===== src/rtl/sc_xcvr_pkg.sv =====
package sc_xcvr_pkg;

  typedef enum logic [1:0] {ST_IDLE, ST_TX, ST_RX} xcvr_state_e;

  localparam int DATA_BITS  = 8;
  localparam int FRAME_BITS = DATA_BITS + 2;
  localparam int HCNT_W     = 5;
  localparam int BIDX_W     = HCNT_W - 1;

  // half-etu counts measured from the start-bit edge
  localparam logic [HCNT_W-1:0] H_BITS_END   = HCNT_W'(2 * FRAME_BITS);
  localparam logic [HCNT_W-1:0] H_ERR_FIRST  = HCNT_W'(2 * FRAME_BITS + 1);
  localparam logic [HCNT_W-1:0] H_ERR_LAST   = HCNT_W'(2 * FRAME_BITS + 2);
  localparam logic [HCNT_W-1:0] H_FRAME_LAST = HCNT_W'(2 * FRAME_BITS + 3);
  localparam logic [HCNT_W-1:0] H_RETRY_LAST = HCNT_W'(2 * FRAME_BITS + 7);

  // byte -> wire-order levels (index 0 goes out first)
  function automatic logic [DATA_BITS-1:0] wire_order(input logic [DATA_BITS-1:0] d,
                                                       input logic msb, input logic inv);
    logic [DATA_BITS-1:0] w;
    for (int i = 0; i < DATA_BITS; i++)
      w[i] = (msb ? d[DATA_BITS-1-i] : d[i]) ^ inv;
    return w;
  endfunction

  // wire-order levels -> byte
  function automatic logic [DATA_BITS-1:0] byte_order(input logic [DATA_BITS-1:0] w,
                                                       input logic msb, input logic inv);
    logic [DATA_BITS-1:0] d;
    for (int i = 0; i < DATA_BITS; i++) begin
      if (msb) d[DATA_BITS-1-i] = w[i] ^ inv;
      else     d[i]             = w[i] ^ inv;
    end
    return d;
  endfunction

endpackage


===== src/rtl/sc_line_sync.sv =====
module sc_line_sync #(
  parameter int STAGES = 2
) (
  input  logic clk,
  input  logic rst_n,
  input  logic din,
  output logic dout
);
  logic [STAGES-1:0] q, q_n;

  always_comb q_n = {q[STAGES-2:0], din};

  always_ff @(posedge clk or negedge rst_n) begin
    if (!rst_n) q <= '1;
    else        q <= q_n;
  end

  assign dout = q[STAGES-1];
endmodule


===== src/rtl/sc_etu_timer.sv =====
module sc_etu_timer #(
  parameter int DIV_W = 12
) (
  input  logic             clk,
  input  logic             rst_n,
  input  logic             run,
  input  logic [DIV_W-1:0] half_etu,
  output logic             htick
);
  logic [DIV_W-1:0] cnt, cnt_n;

  assign htick = run && (cnt == half_etu - DIV_W'(1));

  always_comb begin
    if (!run || htick) cnt_n = '0;
    else               cnt_n = cnt + DIV_W'(1);
  end

  always_ff @(posedge clk or negedge rst_n) begin
    if (!rst_n) cnt <= '0;
    else        cnt <= cnt_n;
  end
endmodule


===== src/rtl/sc_char_xcvr.sv =====
module sc_char_xcvr
  import sc_xcvr_pkg::*;
#(
  parameter int DIV_W       = 12,
  parameter int RTY_W       = 3,
  parameter int SYNC_STAGES = 2
) (
  input  logic             clk,
  input  logic             rst_n,
  input  logic [DIV_W-1:0] half_etu,
  input  logic             cfg_msb_first,
  input  logic             cfg_invert,
  input  logic             cfg_odd,
  input  logic [RTY_W-1:0] retry_max,
  input  logic             tx_valid,
  input  logic [7:0]       tx_data,
  output logic             tx_ready,
  output logic             tx_done,
  output logic             tx_err,
  output logic             rx_valid,
  output logic [7:0]       rx_data,
  output logic             rx_perr,
  input  logic             line_in,
  output logic             line_drive_low
);
  // reset: asynchronous assert, synchronous release
  logic [1:0] rst_pipe;
  logic       rst_i_n;
  always_ff @(posedge clk or negedge rst_n) begin
    if (!rst_n) rst_pipe <= '0;
    else        rst_pipe <= {rst_pipe[0], 1'b1};
  end
  assign rst_i_n = rst_pipe[1];

  logic line_s, htick;
  xcvr_state_e st, st_n;

  sc_line_sync #(.STAGES(SYNC_STAGES)) u_sync (
    .clk(clk), .rst_n(rst_i_n), .din(line_in), .dout(line_s));

  sc_etu_timer #(.DIV_W(DIV_W)) u_timer (
    .clk(clk), .rst_n(rst_i_n), .run(st != ST_IDLE),
    .half_etu(half_etu), .htick(htick));

  logic [HCNT_W-1:0]     hcnt, hcnt_n;
  logic [FRAME_BITS-1:0] frame, frame_n;
  logic [DATA_BITS-1:0]  rxsh, rxsh_n;
  logic [RTY_W-1:0]      rcnt, rcnt_n;
  logic                  refused, refused_n;
  logic                  perr, perr_n;
  logic                  done_n, terr_n, rxv_n, rxp_n;
  logic [7:0]            rxd_n;
  logic [BIDX_W-1:0]     bidx;
  logic [DATA_BITS-1:0]  tx_wire;
  logic [FRAME_BITS-1:0] frame_sh;

  assign bidx     = hcnt[HCNT_W-1:1];
  assign tx_wire  = wire_order(tx_data, cfg_msb_first, cfg_invert);
  assign tx_ready = (st == ST_IDLE) && line_s;

  always_comb begin
    st_n = st;  hcnt_n = hcnt;  frame_n = frame;  rxsh_n = rxsh;
    rcnt_n = rcnt;  refused_n = refused;  perr_n = perr;
    done_n = 1'b0;  terr_n = 1'b0;  rxv_n = 1'b0;
    rxd_n = rx_data;  rxp_n = rx_perr;
    unique case (st)
      ST_IDLE: begin
        if (!line_s) begin
          st_n = ST_RX;  hcnt_n = '0;  perr_n = 1'b0;
        end else if (tx_valid) begin
          st_n = ST_TX;  hcnt_n = '0;  rcnt_n = '0;  refused_n = 1'b0;
          frame_n = {(^tx_wire) ^ cfg_odd, tx_wire, 1'b0};
        end
      end
      ST_TX: if (htick) begin
        hcnt_n = hcnt + HCNT_W'(1);
        if (hcnt == H_ERR_FIRST) refused_n = !line_s;   // wire level at 11 etu
        if (hcnt == H_FRAME_LAST && !refused) begin
          st_n = ST_IDLE;  done_n = 1'b1;
        end else if (hcnt == H_FRAME_LAST && rcnt == retry_max) begin
          st_n = ST_IDLE;  terr_n = 1'b1;
        end else if (hcnt == H_RETRY_LAST) begin
          hcnt_n = '0;  rcnt_n = rcnt + RTY_W'(1);  refused_n = 1'b0;
        end
      end
      ST_RX: if (htick) begin
        hcnt_n = hcnt + HCNT_W'(1);
        if (!hcnt[0] && hcnt < H_BITS_END) begin       // mid-bit sample
          if (bidx == '0) begin
            if (line_s) st_n = ST_IDLE;                   // start bit gone: glitch
          end else if (bidx <= BIDX_W'(DATA_BITS)) begin
            rxsh_n = {line_s, rxsh[DATA_BITS-1:1]};
          end else begin
            perr_n = (line_s != ((^rxsh) ^ cfg_odd));
            rxp_n  = perr_n;
            rxv_n  = 1'b1;
            rxd_n  = byte_order(rxsh, cfg_msb_first, cfg_invert);
          end
        end
        if (hcnt == H_FRAME_LAST) st_n = ST_IDLE;
      end
      default: st_n = ST_IDLE;
    endcase
  end

  always_ff @(posedge clk or negedge rst_i_n) begin
    if (!rst_i_n) begin
      st <= ST_IDLE;  hcnt <= '0;  frame <= '1;  rxsh <= '0;  rcnt <= '0;
      refused <= 1'b0;  perr <= 1'b0;
      tx_done <= 1'b0;  tx_err <= 1'b0;  rx_valid <= 1'b0;
      rx_data <= '0;  rx_perr <= 1'b0;
    end else begin
      st <= st_n;  hcnt <= hcnt_n;  frame <= frame_n;  rxsh <= rxsh_n;  rcnt <= rcnt_n;
      refused <= refused_n;  perr <= perr_n;
      tx_done <= done_n;  tx_err <= terr_n;  rx_valid <= rxv_n;
      rx_data <= rxd_n;  rx_perr <= rxp_n;
    end
  end

  // open-drain drive: own frame bits while sending, error pulse while receiving
  assign frame_sh = frame >> bidx;
  always_comb begin
    line_drive_low = 1'b0;
    if (st == ST_TX && hcnt < H_BITS_END)
      line_drive_low = !frame_sh[0];
    else if (st == ST_RX && perr && (hcnt == H_ERR_FIRST || hcnt == H_ERR_LAST))
      line_drive_low = 1'b1;
  end
endmodule


===== config.mk =====
export PLATFORM = sky130hd
export DESIGN_NAME = sc_char_xcvr
export DESIGN_NICKNAME = d
export VERILOG_FILES = /design/src/rtl/sc_xcvr_pkg.sv /design/src/rtl/sc_line_sync.sv /design/src/rtl/sc_etu_timer.sv /design/src/rtl/sc_char_xcvr.sv
export SDC_FILE = /design/constraint.sdc
export NUM_CORES = 1
export LEC_CHECK = 0
export ABC_AREA = 1
export BUFFER_PORTS_ARGS = -buffer_cell sky130_fd_sc_hd__buf_2
export CAP_MARGIN = 20
export CORE_UTILIZATION = 40
export CTS_BUF_LIST = sky130_fd_sc_hd__clkbuf_8
export DETAILED_ROUTE_END_ITERATION = 10
export PLACE_DENSITY_LB_ADDON = 0.15
export SYNTH_ARGS = -nofsm -noshare
export SYNTH_HDL_FRONTEND = slang
export SYNTH_SLANG_ARGS = --single-unit

===== constraint.sdc =====
create_clock -name clk -period 5.05 [get_ports clk]
set_input_delay 1.2625 -clock clk [delete_from_list [all_inputs] [get_ports clk]]
set_output_delay 1.2625 -clock clk [all_outputs]
set_load 0.05 [all_outputs]

After elaboration in Yosys (flattened, before gate mapping)
Index checks and enable logic that the tools add are counted.
{ "op_classes": {"n_addsub": 4, "magnitude_cmp": 2, "eq_ne": 25, "n_shift": 1, "muxes": 71, "bitwise": 20, "reduce_logical": 31} }
{ "op_table": {"columns": ["operator", "count"], "rows": [
  ["$mux 1", 42],
  ["$mux 5", 7],
  ["$eq 5x5->1 const B", 4],
  ["$mux 2", 10],
  ["$mux 3", 6],
  ["$xor 1x1->1", 18],
  ["$ne 2x2->1 const B", 8],
  ["$reduce_xor 8->1", 2],
  ["$pmux 5 s3", 1],
  ["$reduce_and 7->1", 2],
  ["$add 12x1->12 const B", 1],
  ["$eq 12x12->1", 1],
  ["$mux 12", 1],
  ["$ne 3x3->1 const B", 4],
  ["$sub 12x1->12 const B", 1],
  ["$reduce_and 5->1", 2],
  ["$shr 10x4->1", 1],
  ["$logic_and 1x1->1", 8],
  ["$reduce_and 4->1", 2],
  ["$ne 2x1->1 const B", 3],
  ["$pmux 2 s3", 1],
  ["$pmux 3 s2", 1],
  ["$reduce_and 6->1", 1],
  ["$reduce_bool 2->1", 3],
  ["17 further kinds", 24]
]} }
{ "word_totals": {"reg_bits": 58, "input_bits": 30, "output_inout_bits": 14, "wordCells": 169} }

Logic depth before layout (Yosys ltp)
{ "depth": {"ltp_word": 8, "ltp_mapped": 16} }

By module
From an unflattened synthesis, not the netlist that was laid out.
{ "hier_totals": {"hier_cells": 573, "area_unflattened_um2": 4126.5} }
{ "by_module_without_submodules": {"columns": ["module", "n_inst", "cells_each", "area_per_inst_um2", "seq_area_each_um2"], "rows": [
  ["sc_char_xcvr", 1, 402, 2965.3, 1113.6],
  ["sc_etu_timer", 1, 169, 1108.6, 300.3],
  ["sc_line_sync", 1, 2, 52.6, 52.6]
]} }

Worst setup path after synthesis
No wires, ideal clock.
{ "synth_timing": {"path_type": "reg2out", "from": "register st[1]", "to": "output line_drive_low", "arrival_time_ns": 1.912, "t_required_ns": 3.788, "slack_ns": 1.876, "stages_incl_launch_ff": 8, "path_cell_list": "dfrtp_1 > inv_1 > ha_1 > clkbuf_1 > nand4_1 > nand3_1 > nand2_1 > o22ai_1"} }
{ "synth_between": {"elab_chain_cells": 5} }
{ "synth_rtl": {"columns": ["item", "line_no", "rtl"], "rows": [
  ["start, declared", "sc_char_xcvr.sv:36", "xcvr_state_e st, st_n;"],
  ["start signal, assigned", "sc_char_xcvr.sv:113", "st <= st_n; hcnt <= hcnt_n; frame <= frame_n; rxsh <= rxsh_n; rcnt <= rcnt_n;"],
  ["$eq 2x2->1", "sc_char_xcvr.sv:126", "else if (st == ST_RX && perr && (hcnt == H_ERR_FIRST || hcnt == H_ERR_LAST))"],
  ["$logic_and 1x1->1 (2 in series)", "sc_char_xcvr.sv:126", null],
  ["$mux 1", "sc_char_xcvr.sv:126", null],
  ["$mux 1 (*)", "sc_char_xcvr.sv:124", "if (st == ST_TX && hcnt < H_BITS_END)"],
  ["end, declared", "sc_char_xcvr.sv:24", "output logic line_drive_low"]
]} }
Every way passes the cells marked *; elsewhere a longest branch is shown, timed or not.

Worst setup path after layout
Same ends and word-level chain as after synthesis.

==> summary.txt <==
Seq/Total Area, Yosys: 36.2%
Yosys cell types: 43
CP Class: register to primary output
final worst path period need: 3.25 ns
Syn Area/Cell: 7.53 µm²
share of cells above drive strength 1: 19.3%
Cell Chain, Critical Path: inv_1 -> ha_1 -> nand4_1 -> nand3_1 -> nand2_1 -> o22ai_1 -> buf_2
max cap viols: 0
hold buffers post-CTS: 0
pin count of the biggest net entering global routing: 57
cell taking the most area after synthesis: dfrtp_1
worst hold path type: register to register
reg2reg path depth: 8
root buffer cell: clkbuf_8
pre-CTS setup slack: 1.50 ns
row cnt: 36
final hold violation count: 0
Synth Register Bits: 58
min-delay src: rst_pipe[0]
Post-synth ARST share: 100%
WHS Endpoint: rst_pipe[1]
CTS Buf Count: 9
RSZ-0062 raised after global routing: no
first-pass GRT wire length: 14.7 mm
Pwr Density: 341 nW/µm²
Fmax: 0.308 GHz
Hold Crit Depth: 0
Worst setup EP type: primary output
GRT overflow: 0
initial drt markers: 127
Critical Path AT: 1.99 ns
footprint of the multi-input gates: 2180 µm²
post-layout util: 46.9%
register area: 1470 µm²
CTS H-tree lvls: 3
Core Region: 9770 µm²
worst slew margin relative to its limit: 51.8%
ANT cells: 0
post-CTS setup repair buffer count: 0
DIE AREA: 10500 µm²
Die X: 103 µm
Vias: 3360
synth warn: 0
Final period util: 64.4%
nets@finish: 619
Gate Count Post-Synth: 538
max-slew violations: 0
reg-to-reg slack, setup: 2.83 ns
initial core utilization: 41.4%
CTS tree: yes
Slew @ Worst Pin: 0.723 ns
DRT antenna net count: 0
maximum vdd drop: 0.219 mV
DR WL/cell: 11.7 µm
routability cong.: 0.805
Die H: 103 µm
drt drc: 0
most common cell in the netlist: nand2_1
# setup viols final: 0
area delta synth->final: 13.3%
Critical R2R Capture: rxsh[3]
Fin Hold WS: 0.354 ns
drt total wl: 8.37 mm
startpoint types: register
fillers: 1016
GRT Total Usage: 17.8%
LEAKAGE: 2.29 nW
Post-DP HPWL: 6.42 mm
Worst path slowest cell: dfrtp_1
vias in the first global route: 3385
WP data required: 3.79 ns
design area: 4590 µm²
first-pass iteration count of the detailed router: 4
final setup margin: 1.80 ns
outcome: completed
post-synth net total: 578
top post-synthesis cells by area: dfrtp_1, nand2_1, inv_1
CP max stage delay: 0.41 ns
initial antenna violation count: 0
io pins: 44
CP Max Fanout: 11
number of synthesized flops with an enable pin: 0
Synth top area share: 28.4%
IO Port Bufs: 43
clock buffer depth: 2
Final Skew: 0.0121 ns
clock-pin slew of the registers on the worst-case setup and hold paths: 0.07 ns
number of gates resized after cts: 0
Post-synth top cells: nand2_1, inv_1, dfrtp_1, nor2_1, xor2_1
post-placement cell area: 4370 µm²
Clk Latency, worst-skew pair: 0.34 ns
Via density: 4.69
worst r2r src: u_timer.cnt[8]
Most used DFF post-synth: dfrtp_1
Clock Sinks: 58
Fin Setup TNS: 0 ns
Mapped Area: 4050 µm²
==> registers in the layout, indices dropped and copies added, names as in the netlist, 2 cells and up <==
register     flops
rx_data          8
rxsh             8
u_sync.q         2
hcnt             5
frame           10
rst_pipe         2
u_timer.cnt     12
rcnt             3
st               2
==> report_power, final <==
part	leakage [nW]	total, W	switching, W	internal, W
Sequential	0.716	0.000602	0.0000497	0.000552
Combinational	1.46	0.000491	0.000334	0.000157
Clock	0.113	0.000473	0.000185	0.000288
Total	2.29	0.00157	0.000569	0.000997
==> cells by family after synthesis <==
family                   share of synthesized area, %
other                                          0.0926
flip-flops                                       36.2
buffers and inverters                            9.95
XOR/XNOR                                         10.4
AO/OA/AOI/OAI                                    7.35
adder cells (fa/ha/maj)                          3.09
AND/OR/NAND/NOR                                  30.4
multiplexers                                     2.47
==> critical path: cells and delay by family (launching register included) <==
family,cells,cell delay [ns]
and+or+nand+nor,3,0.29
buffers and inverters,2,0.40
DFF,1,0.41
AOI/OAI and AO/OA,1,0.14
adders and majority gates,1,0.41
==> layer usage <==
metal	GRT usage (%)	wire, µm
met1	22.0	3920
met2	30.6	3980
met3	2.78	257
met4	8.13	204
met5	0	0
==> cell type report <==
cell class | instances | share of cell area (%)
multi-input combinational | 378 | 47.5
clock buffer | 10 | 3.00
clock inverter | 6 | 1.77
timing repair buffer | 44 | 4.86
tap | 133 | 3.63
sequential | 58 | 32.0
inverter | 88 | 7.20
==> metrics by stage <==
| stage | total power (W) | instances |
|---|---|---|
| after floorplan | 0.000985 | 538 |
| after global placement | 0.00109 | 701 |
| after detailed placement | 0.00110 | 701 |
| after CTS | 0.00158 | 717 |
| after global routing | 0.00169 | 717 |
| final | 0.00157 | 717 |
==> placed cells by master (no fill, tap or decap), types with 2 or more instances in the layout <==
| cell type | instances |
|---|---|
| a21oi_1 | 9 |
| buf_2 | 43 |
| bufinv_16 | 2 |
| clkbuf_8 | 10 |
| clkinv_1 | 2 |
| clkinv_2 | 2 |
| dfrtp_1 | 45 |
| dfstp_2 | 12 |
| ha_1 | 10 |
| inv_1 | 86 |
| mux2_2 | 8 |
| nand2_1 | 139 |
| nand2_2 | 3 |
| nand2_4 | 2 |
| nand3_1 | 24 |
| nand3_2 | 2 |
| nand4_1 | 23 |
| nor2_1 | 42 |
| nor2_2 | 2 |
| nor2_4 | 4 |
| nor3_1 | 8 |
| nor3_4 | 2 |
| o21ai_0 | 23 |
| o21ai_2 | 10 |
| o22ai_1 | 2 |
| or2_2 | 3 |
| xnor2_1 | 19 |
| xor2_1 | 29 |
==> worst max path at each step <==
stage | from | end | cells after the start
2_1_floorplan | st[1] | line_drive_low | 7
3_3_place_gp | half_etu[0] | rx_perr | 15
3_5_place_dp | half_etu[0] | rxsh[3] | 15
4_1_cts | st[1] | line_drive_low | 7
5_1_grt | half_etu[0] | rxsh[3] | 15
6_report | st[1] | line_drive_low | 7
Note: power is estimated with default switching activity, not from simulation.
